$ cat config.mk
export PLATFORM = sky130hd
export DESIGN_NAME = itmr_bus_front
export DESIGN_NICKNAME = d
export VERILOG_FILES = /design/src/rtl/itmr_pkg.sv /design/src/rtl/itmr_ctl_decode.sv /design/src/rtl/itmr_chan_port.sv /design/src/rtl/itmr_bus_front.sv
export SDC_FILE = /design/constraint.sdc
export NUM_CORES = 1
export LEC_CHECK = 0
export BUFFER_PORTS_ARGS = -buffer_cell sky130_fd_sc_hd__buf_2
export CORE_UTILIZATION = 40
export DETAILED_ROUTE_END_ITERATION = 16
export PLACE_DENSITY = 0.63
export SYNTH_ARGS = -nofsm -noshare
export SYNTH_HDL_FRONTEND = slang
export SYNTH_SLANG_ARGS = --single-unit
$ cat constraint.sdc
create_clock -name clk -period 5.5 [get_ports clk]
set_input_delay 0.55 -clock clk [delete_from_list [all_inputs] [get_ports clk]]
set_output_delay 0.55 -clock clk [all_outputs]
set_load 0.03 [all_outputs]
$ cat src/rtl/itmr_pkg.sv
package itmr_pkg;
  typedef enum logic [1:0] {
    ACC_LATCH = 2'd0,
    ACC_LO    = 2'd1,
    ACC_HI    = 2'd2,
    ACC_WORD  = 2'd3
  } acc_e;

  typedef struct packed {
    acc_e       acc;
    logic [2:0] mode;
    logic       bcd;
  } chcfg_t;

  localparam logic [1:0] SEL_RDBK = 2'd3;

  function automatic logic [2:0] fold_mode(input logic [2:0] m);
    return (m[2] & m[1]) ? {1'b0, m[1:0]} : m;
  endfunction
endpackage

$ cat src/rtl/itmr_ctl_decode.sv
module itmr_ctl_decode
  import itmr_pkg::*;
#(
  parameter int NCH = 3,
  parameter int DW  = 8
) (
  input  logic          ctl_wr,
  input  logic [DW-1:0] ctl_byte,
  output logic [NCH-1:0] cfg_we,
  output chcfg_t         cfg_new,
  output logic [NCH-1:0] cnt_req,
  output logic [NCH-1:0] st_req
);
  logic [1:0] sel;
  acc_e       acc;
  logic       is_rdbk;

  always_comb begin
    sel          = ctl_byte[7:6];
    acc          = acc_e'(ctl_byte[5:4]);
    is_rdbk      = (sel == SEL_RDBK);
    cfg_new.acc  = acc;
    cfg_new.mode = fold_mode(ctl_byte[3:1]);
    cfg_new.bcd  = ctl_byte[0];
  end

  for (genvar i = 0; i < NCH; i++) begin : g_ch
    logic hit;
    logic mask_bit;
    assign hit       = ctl_wr && !is_rdbk && (sel == 2'(i));
    assign mask_bit  = ctl_wr && is_rdbk && ctl_byte[i+1];
    assign cfg_we[i]  = hit && (acc != ACC_LATCH);
    assign cnt_req[i] = (hit && (acc == ACC_LATCH)) || (mask_bit && !ctl_byte[5]);
    assign st_req[i]  = mask_bit && !ctl_byte[4];
  end
endmodule

$ cat src/rtl/itmr_chan_port.sv
module itmr_chan_port
  import itmr_pkg::*;
#(
  parameter int DW = 8,
  localparam int CW = 2 * DW
) (
  input  logic          clk,
  input  logic          rst_n,
  input  logic          cfg_we,
  input  chcfg_t        cfg_new,
  input  logic          cnt_req,
  input  logic          st_req,
  input  logic          dat_wr,
  input  logic          dat_rd,
  input  logic [DW-1:0] wdata,
  input  logic [CW-1:0] live_cnt,
  input  logic          live_out,
  output logic [DW-1:0] rd_byte,
  output logic          ld_stb,
  output logic [CW-1:0] ld_val
);
  chcfg_t        cfg_q, cfg_d;
  logic          wph_q, wph_d;
  logic          rph_q, rph_d;
  logic [DW-1:0] hold_q, hold_d;
  logic [CW-1:0] snap_q, snap_d;
  acc_e          cl_q, cl_d;
  logic [DW-1:0] st_q, st_d;
  logic          stp_q, stp_d;
  logic          ld_d;
  logic [CW-1:0] ldv_d;
  logic          cfg_en, snap_en, st_en;

  assign cfg_en  = cfg_we;
  assign snap_en = cnt_req && (cl_q == ACC_LATCH);
  assign st_en   = st_req && !stp_q;

  always_comb begin
    wph_d  = wph_q;
    rph_d  = rph_q;
    hold_d = hold_q;
    cl_d   = cl_q;
    stp_d  = stp_q;
    ld_d   = 1'b0;
    ldv_d  = ld_val;
    cfg_d  = cfg_new;
    snap_d = live_cnt;
    st_d   = {live_out, 1'b0, cfg_q.acc, cfg_q.mode, cfg_q.bcd};

    if (dat_rd) begin
      if (stp_q) begin
        stp_d = 1'b0;
      end else if (cl_q != ACC_LATCH) begin
        cl_d = (cl_q == ACC_WORD) ? ACC_HI : ACC_LATCH;
      end else if (cfg_q.acc == ACC_WORD) begin
        rph_d = ~rph_q;
      end
    end

    if (dat_wr) begin
      unique case (cfg_q.acc)
        ACC_HI: begin
          ld_d  = 1'b1;
          ldv_d = {wdata, {DW{1'b0}}};
        end
        ACC_WORD: begin
          if (!wph_q) begin
            hold_d = wdata;
            wph_d  = 1'b1;
          end else begin
            ld_d  = 1'b1;
            ldv_d = {wdata, hold_q};
            wph_d = 1'b0;
          end
        end
        default: begin
          ld_d  = 1'b1;
          ldv_d = {{DW{1'b0}}, wdata};
        end
      endcase
    end

    if (snap_en) cl_d  = cfg_q.acc;
    if (st_en)   stp_d = 1'b1;
    if (cfg_en) begin
      wph_d = 1'b0;
      rph_d = 1'b0;
    end
  end

  always_ff @(posedge clk or negedge rst_n) begin
    if (!rst_n) begin
      cfg_q  <= '{acc: ACC_LO, mode: 3'd0, bcd: 1'b0};
      wph_q  <= 1'b0;
      rph_q  <= 1'b0;
      hold_q <= '0;
      snap_q <= '0;
      cl_q   <= ACC_LATCH;
      st_q   <= '0;
      stp_q  <= 1'b0;
      ld_stb <= 1'b0;
      ld_val <= '0;
    end else begin
      if (cfg_en)  cfg_q  <= cfg_d;
      if (snap_en) snap_q <= snap_d;
      if (st_en)   st_q   <= st_d;
      wph_q  <= wph_d;
      rph_q  <= rph_d;
      hold_q <= hold_d;
      cl_q   <= cl_d;
      stp_q  <= stp_d;
      ld_stb <= ld_d;
      ld_val <= ldv_d;
    end
  end

  always_comb begin
    if (stp_q) begin
      rd_byte = st_q;
    end else if (cl_q != ACC_LATCH) begin
      rd_byte = (cl_q == ACC_HI) ? snap_q[CW-1:DW] : snap_q[DW-1:0];
    end else begin
      unique case (cfg_q.acc)
        ACC_HI:   rd_byte = live_cnt[CW-1:DW];
        ACC_WORD: rd_byte = rph_q ? live_cnt[CW-1:DW] : live_cnt[DW-1:0];
        default:  rd_byte = live_cnt[DW-1:0];
      endcase
    end
  end

  assert_status_held_R11: assert property (@(posedge clk) disable iff (!rst_n)
    (stp_q && !dat_rd) |=> (stp_q && $stable(st_q)));
  assert_snapshot_frozen_R7: assert property (@(posedge clk) disable iff (!rst_n)
    (cl_q != ACC_LATCH) |=> $stable(snap_q));
  assert_load_follows_write_R3: assert property (@(posedge clk) disable iff (!rst_n)
    ld_stb |-> $past(dat_wr));
  assert_first_byte_no_load_R5: assert property (@(posedge clk) disable iff (!rst_n)
    (dat_wr && cfg_q.acc == ACC_WORD && !wph_q) |=> !ld_stb);
  assert_status_mode_range_R2: assert property (@(posedge clk) disable iff (!rst_n)
    stp_q |-> (st_q[3:1] <= 3'd5));
endmodule

$ cat src/rtl/itmr_bus_front.sv
module itmr_bus_front
  import itmr_pkg::*;
#(
  parameter int NCH = 3,
  parameter int DW  = 8,
  localparam int CW = 2 * DW
) (
  input  logic             clk,
  input  logic             rst_n,
  input  logic [1:0]       bus_addr,
  input  logic             bus_wr,
  input  logic             bus_rd,
  input  logic [DW-1:0]    bus_wdata,
  output logic [DW-1:0]    bus_rdata,
  output logic [NCH-1:0]   ld_stb,
  output logic [NCH*CW-1:0] ld_val,
  input  logic [NCH*CW-1:0] live_cnt,
  input  logic [NCH-1:0]   live_out
);
  logic rst_meta, rst_sync;

  always_ff @(posedge clk or negedge rst_n) begin
    if (!rst_n) begin
      rst_meta <= 1'b0;
      rst_sync <= 1'b0;
    end else begin
      rst_meta <= 1'b1;
      rst_sync <= rst_meta;
    end
  end

  logic [NCH-1:0] cfg_we, cnt_req, st_req;
  chcfg_t         cfg_new;
  logic [DW-1:0]  rd_byte [NCH];
  logic           ctl_wr;

  assign ctl_wr = bus_wr && (bus_addr == SEL_RDBK);

  itmr_ctl_decode #(.NCH(NCH), .DW(DW)) u_dec (
    .ctl_wr   (ctl_wr),
    .ctl_byte (bus_wdata),
    .cfg_we   (cfg_we),
    .cfg_new  (cfg_new),
    .cnt_req  (cnt_req),
    .st_req   (st_req)
  );

  for (genvar i = 0; i < NCH; i++) begin : g_chan
    logic port_hit;
    assign port_hit = (bus_addr == 2'(i));
    itmr_chan_port #(.DW(DW)) u_chan (
      .clk      (clk),
      .rst_n    (rst_sync),
      .cfg_we   (cfg_we[i]),
      .cfg_new  (cfg_new),
      .cnt_req  (cnt_req[i]),
      .st_req   (st_req[i]),
      .dat_wr   (bus_wr && port_hit),
      .dat_rd   (bus_rd && port_hit),
      .wdata    (bus_wdata),
      .live_cnt (live_cnt[i*CW +: CW]),
      .live_out (live_out[i]),
      .rd_byte  (rd_byte[i]),
      .ld_stb   (ld_stb[i]),
      .ld_val   (ld_val[i*CW +: CW])
    );
  end

  always_comb begin
    bus_rdata = '0;
    for (int i = 0; i < NCH; i++) begin
      if (bus_addr == 2'(i)) bus_rdata = rd_byte[i];
    end
  end

  assert_single_load_R3: assert property (@(posedge clk) disable iff (!rst_sync)
    $onehot0(ld_stb));
  assert_ctl_no_load_R2: assert property (@(posedge clk) disable iff (!rst_sync)
    ctl_wr |=> (ld_stb == '0));
endmodule

==> reports/qor.csv <==
metric;value;unit
# clock sinks;179;
Worst Hold Class;in2reg;
post-DP HPWL;14.0;mm
most frequent cells in the layout;dfrtp_1, buf_2, mux2_2;
RSZ-0062 raised after global routing;false;
status;finished, final reports clean;
hold path startpoint;live_out[2];
first-pass GRT wire length;33.2;mm
share of layout cells above drive strength 1;34.1;%
Routed Antenna Nets;0;
Initial DRT Pass Iterations;5;
crit path launch;g_chan[0].u_chan.cfg_q[4];
leakage dissipation;0.00459;uW
# nets final;911;
final period utilization;60.7;%
Min Clock Period, post-route;3.34;ns
GRT Util Overall;19.9;%
max cap viols;0;
crit path DAT;2.79;ns
YS warnings;0;
crit path max-delay cell type;o311ai_0;
Synth Cell Area;8380;um^2
EDFF count, synth;0;
worst r2r src;g_chan[1].u_chan.cfg_q[5];
Register-to-Register Setup Slack;2.66;ns
clk_lat worst skew;0.43;ns
row count;52;
final hold violation count;0;
Post-synth ARST share;100;%
Required @ worst endpoint;4.95;ns
# IOs;124;
# diodes;0;
Initial Util;41.2;%
DR DRC count;0;
gp weighted congestion;0.808;
CTS tree;done;
antenna violations before repair;0;
Num CTS Buffers;17;
worst-margin pin slew;1.30;ns
CTS max path bufs;2;
DP Cell Count;1096;
grt ovf;0;
area growth from synthesis to layout;16.1;%
critical path class;reg2out;
core area;20400;um^2
clk root buf;clkbuf_16;
Net Count, Synth;825;
final setup TNS;0;ns
Synth cell types;51;
CP Cell Sequence;nand2b_1, nand2_1, a211oi_1, o311ai_0, o211a_1, buf_2;
Post-synth top flop;dfrtp_1;
# port buffers;123;
Largest stage delay, worst path;0.68;ns
Die ar.;21500;um^2
P per Cell Area;406;nW/um^2
Slew HR;13.5;%
Final Setup Violations;0;
clk_skew;0.0106;ns
DIE WIDTH;147;um
Clock transition at path regs;0.06;ns
post-route non-filler standard cell count;1129;
post-layout util;47.8;%
Max VDD drop;0.197;mV
vias in the first global route;6000;
largest net degree at the start of global routing;178;
DR vias/cell;5.35;
Die Span Y;147;um
FF+latch count, synth;179;
H-tree levels;4;
DRT Wirelength;20.8;mm
detailed-route via count;6035;
fin. max-slew vios;0;
Crit. End Element;output pin;
initial DRC count;402;
Avg Inst Size Synth;11.0;um^2
post-synthesis cell count;760;
startpoint types;flip-flop;
most common cell after layout, fill and taps aside;dfrtp_1;
register area share after synthesis;53.5;%
Max Fanout on Critical Path;8;
fmax;0.300;GHz
Wirelength per Cell;18.4;um
## cells by family (layout without fill, tap and decap cells)
logic type | count (synthesis) | count (layout) | synth area share (%)
buffers and inverters | 78 | 177 | 3.73
other | 1 | 1 | 0.0447
AO/OA/AOI/OAI | 204 | 204 | 16.7
multiplexers | 108 | 108 | 14.5
XOR/XNOR | 4 | 4 | 0.418
flip-flops | 179 | 179 | 53.5
AND/OR/NAND/NOR | 186 | 186 | 11.1
## synth_stat cells, drive strengths merged, types with 8 or more instances
cell type	n	area share [%]
a21oi	17	1.0
a22oi	31	2.8
a31o	14	1.5
and3	8	0.60
buf	12	0.78
clkbuf	47	2.1
dfrtp	176	53
inv	17	0.76
mux2	107	14
nand2	104	4.7
nor2	13	0.64
nor2b	28	2.1
o211ai	9	0.81
o21ai	68	4.1
o311ai	15	1.6
## registers in the layout (all words and copies together), names as in the netlist
name	count
g_chan.u_chan.cfg_q	18
g_chan.u_chan.cl_q	6
g_chan.u_chan.hold_q	24
g_chan.u_chan.ld_stb	3
g_chan.u_chan.ld_val	48
g_chan.u_chan.rph_q	3
g_chan.u_chan.snap_q	48
g_chan.u_chan.st_q	21
g_chan.u_chan.stp_q	3
g_chan.u_chan.wph_q	3
rst_meta	1
rst_sync	1
## critical path, delay by kind of cell (launching register included)
family	cells	cell delay, ns
buffers and inverters	1	0.20
flip-flops	1	0.58
AND/OR/NAND/NOR	2	0.51
AO/OA/AOI/OAI	3	1.07
## worst paths after layout
kind / cells after the start / endpoint
min reg2reg: 0 / rst_sync
max reg2reg: 5 / g_chan[1].u_chan.hold_q[2]
max in group asynchronous: 1 / g_chan[1].u_chan.snap_q[11]
max: 6 / bus_rdata[5]
min in group asynchronous: 2 / rst_meta
min: 2 / g_chan[2].u_chan.st_q[7]
## metrics by stage
stage	power [uW]	hold slack (ns)	worst slack (ns)	area [um^2]
floorplan	2490	0.254	0.148	8380
global placement	2780	0.338	2.43	9150
detailed placement	2800	0.339	2.34	9150
CTS	3990	0.338	2.21	9730
global route	4150	0.344	2.06	9730
finish	3950	0.346	2.16	9730
## repair_timing
item,in CTS,in global routing
buffers inserted,0,0
hold endpoints to repair,2,0
gates resized for setup,0,0
hold buffers,1,0
## power by group
part | internal (uW) | switching (uW)
clock network | 659 | 525
registers | 1610 | 206
logic | 375 | 575
total | 2640 | 1310
## per-layer routing
layer	global-route usage, %	vias to the layer above	part of all wire [%]
met5	0	-	0
met4	5.47	0	1.1
met3	3.42	14	3.8
met2	31.1	133	48
met1	28.5	2994	47
li1	-	2894	-
## area by class of cell
cell class,instances,area [um^2]
fillers,1896,10600
flip-flops and latches,179,4490
multi-input cells,503,3610
repair buffers,126,653
clock buffers,20,467
well taps,270,338
clock inverters,12,108
inverters,19,71.3
Note: power is estimated with default switching activity, not from simulation.
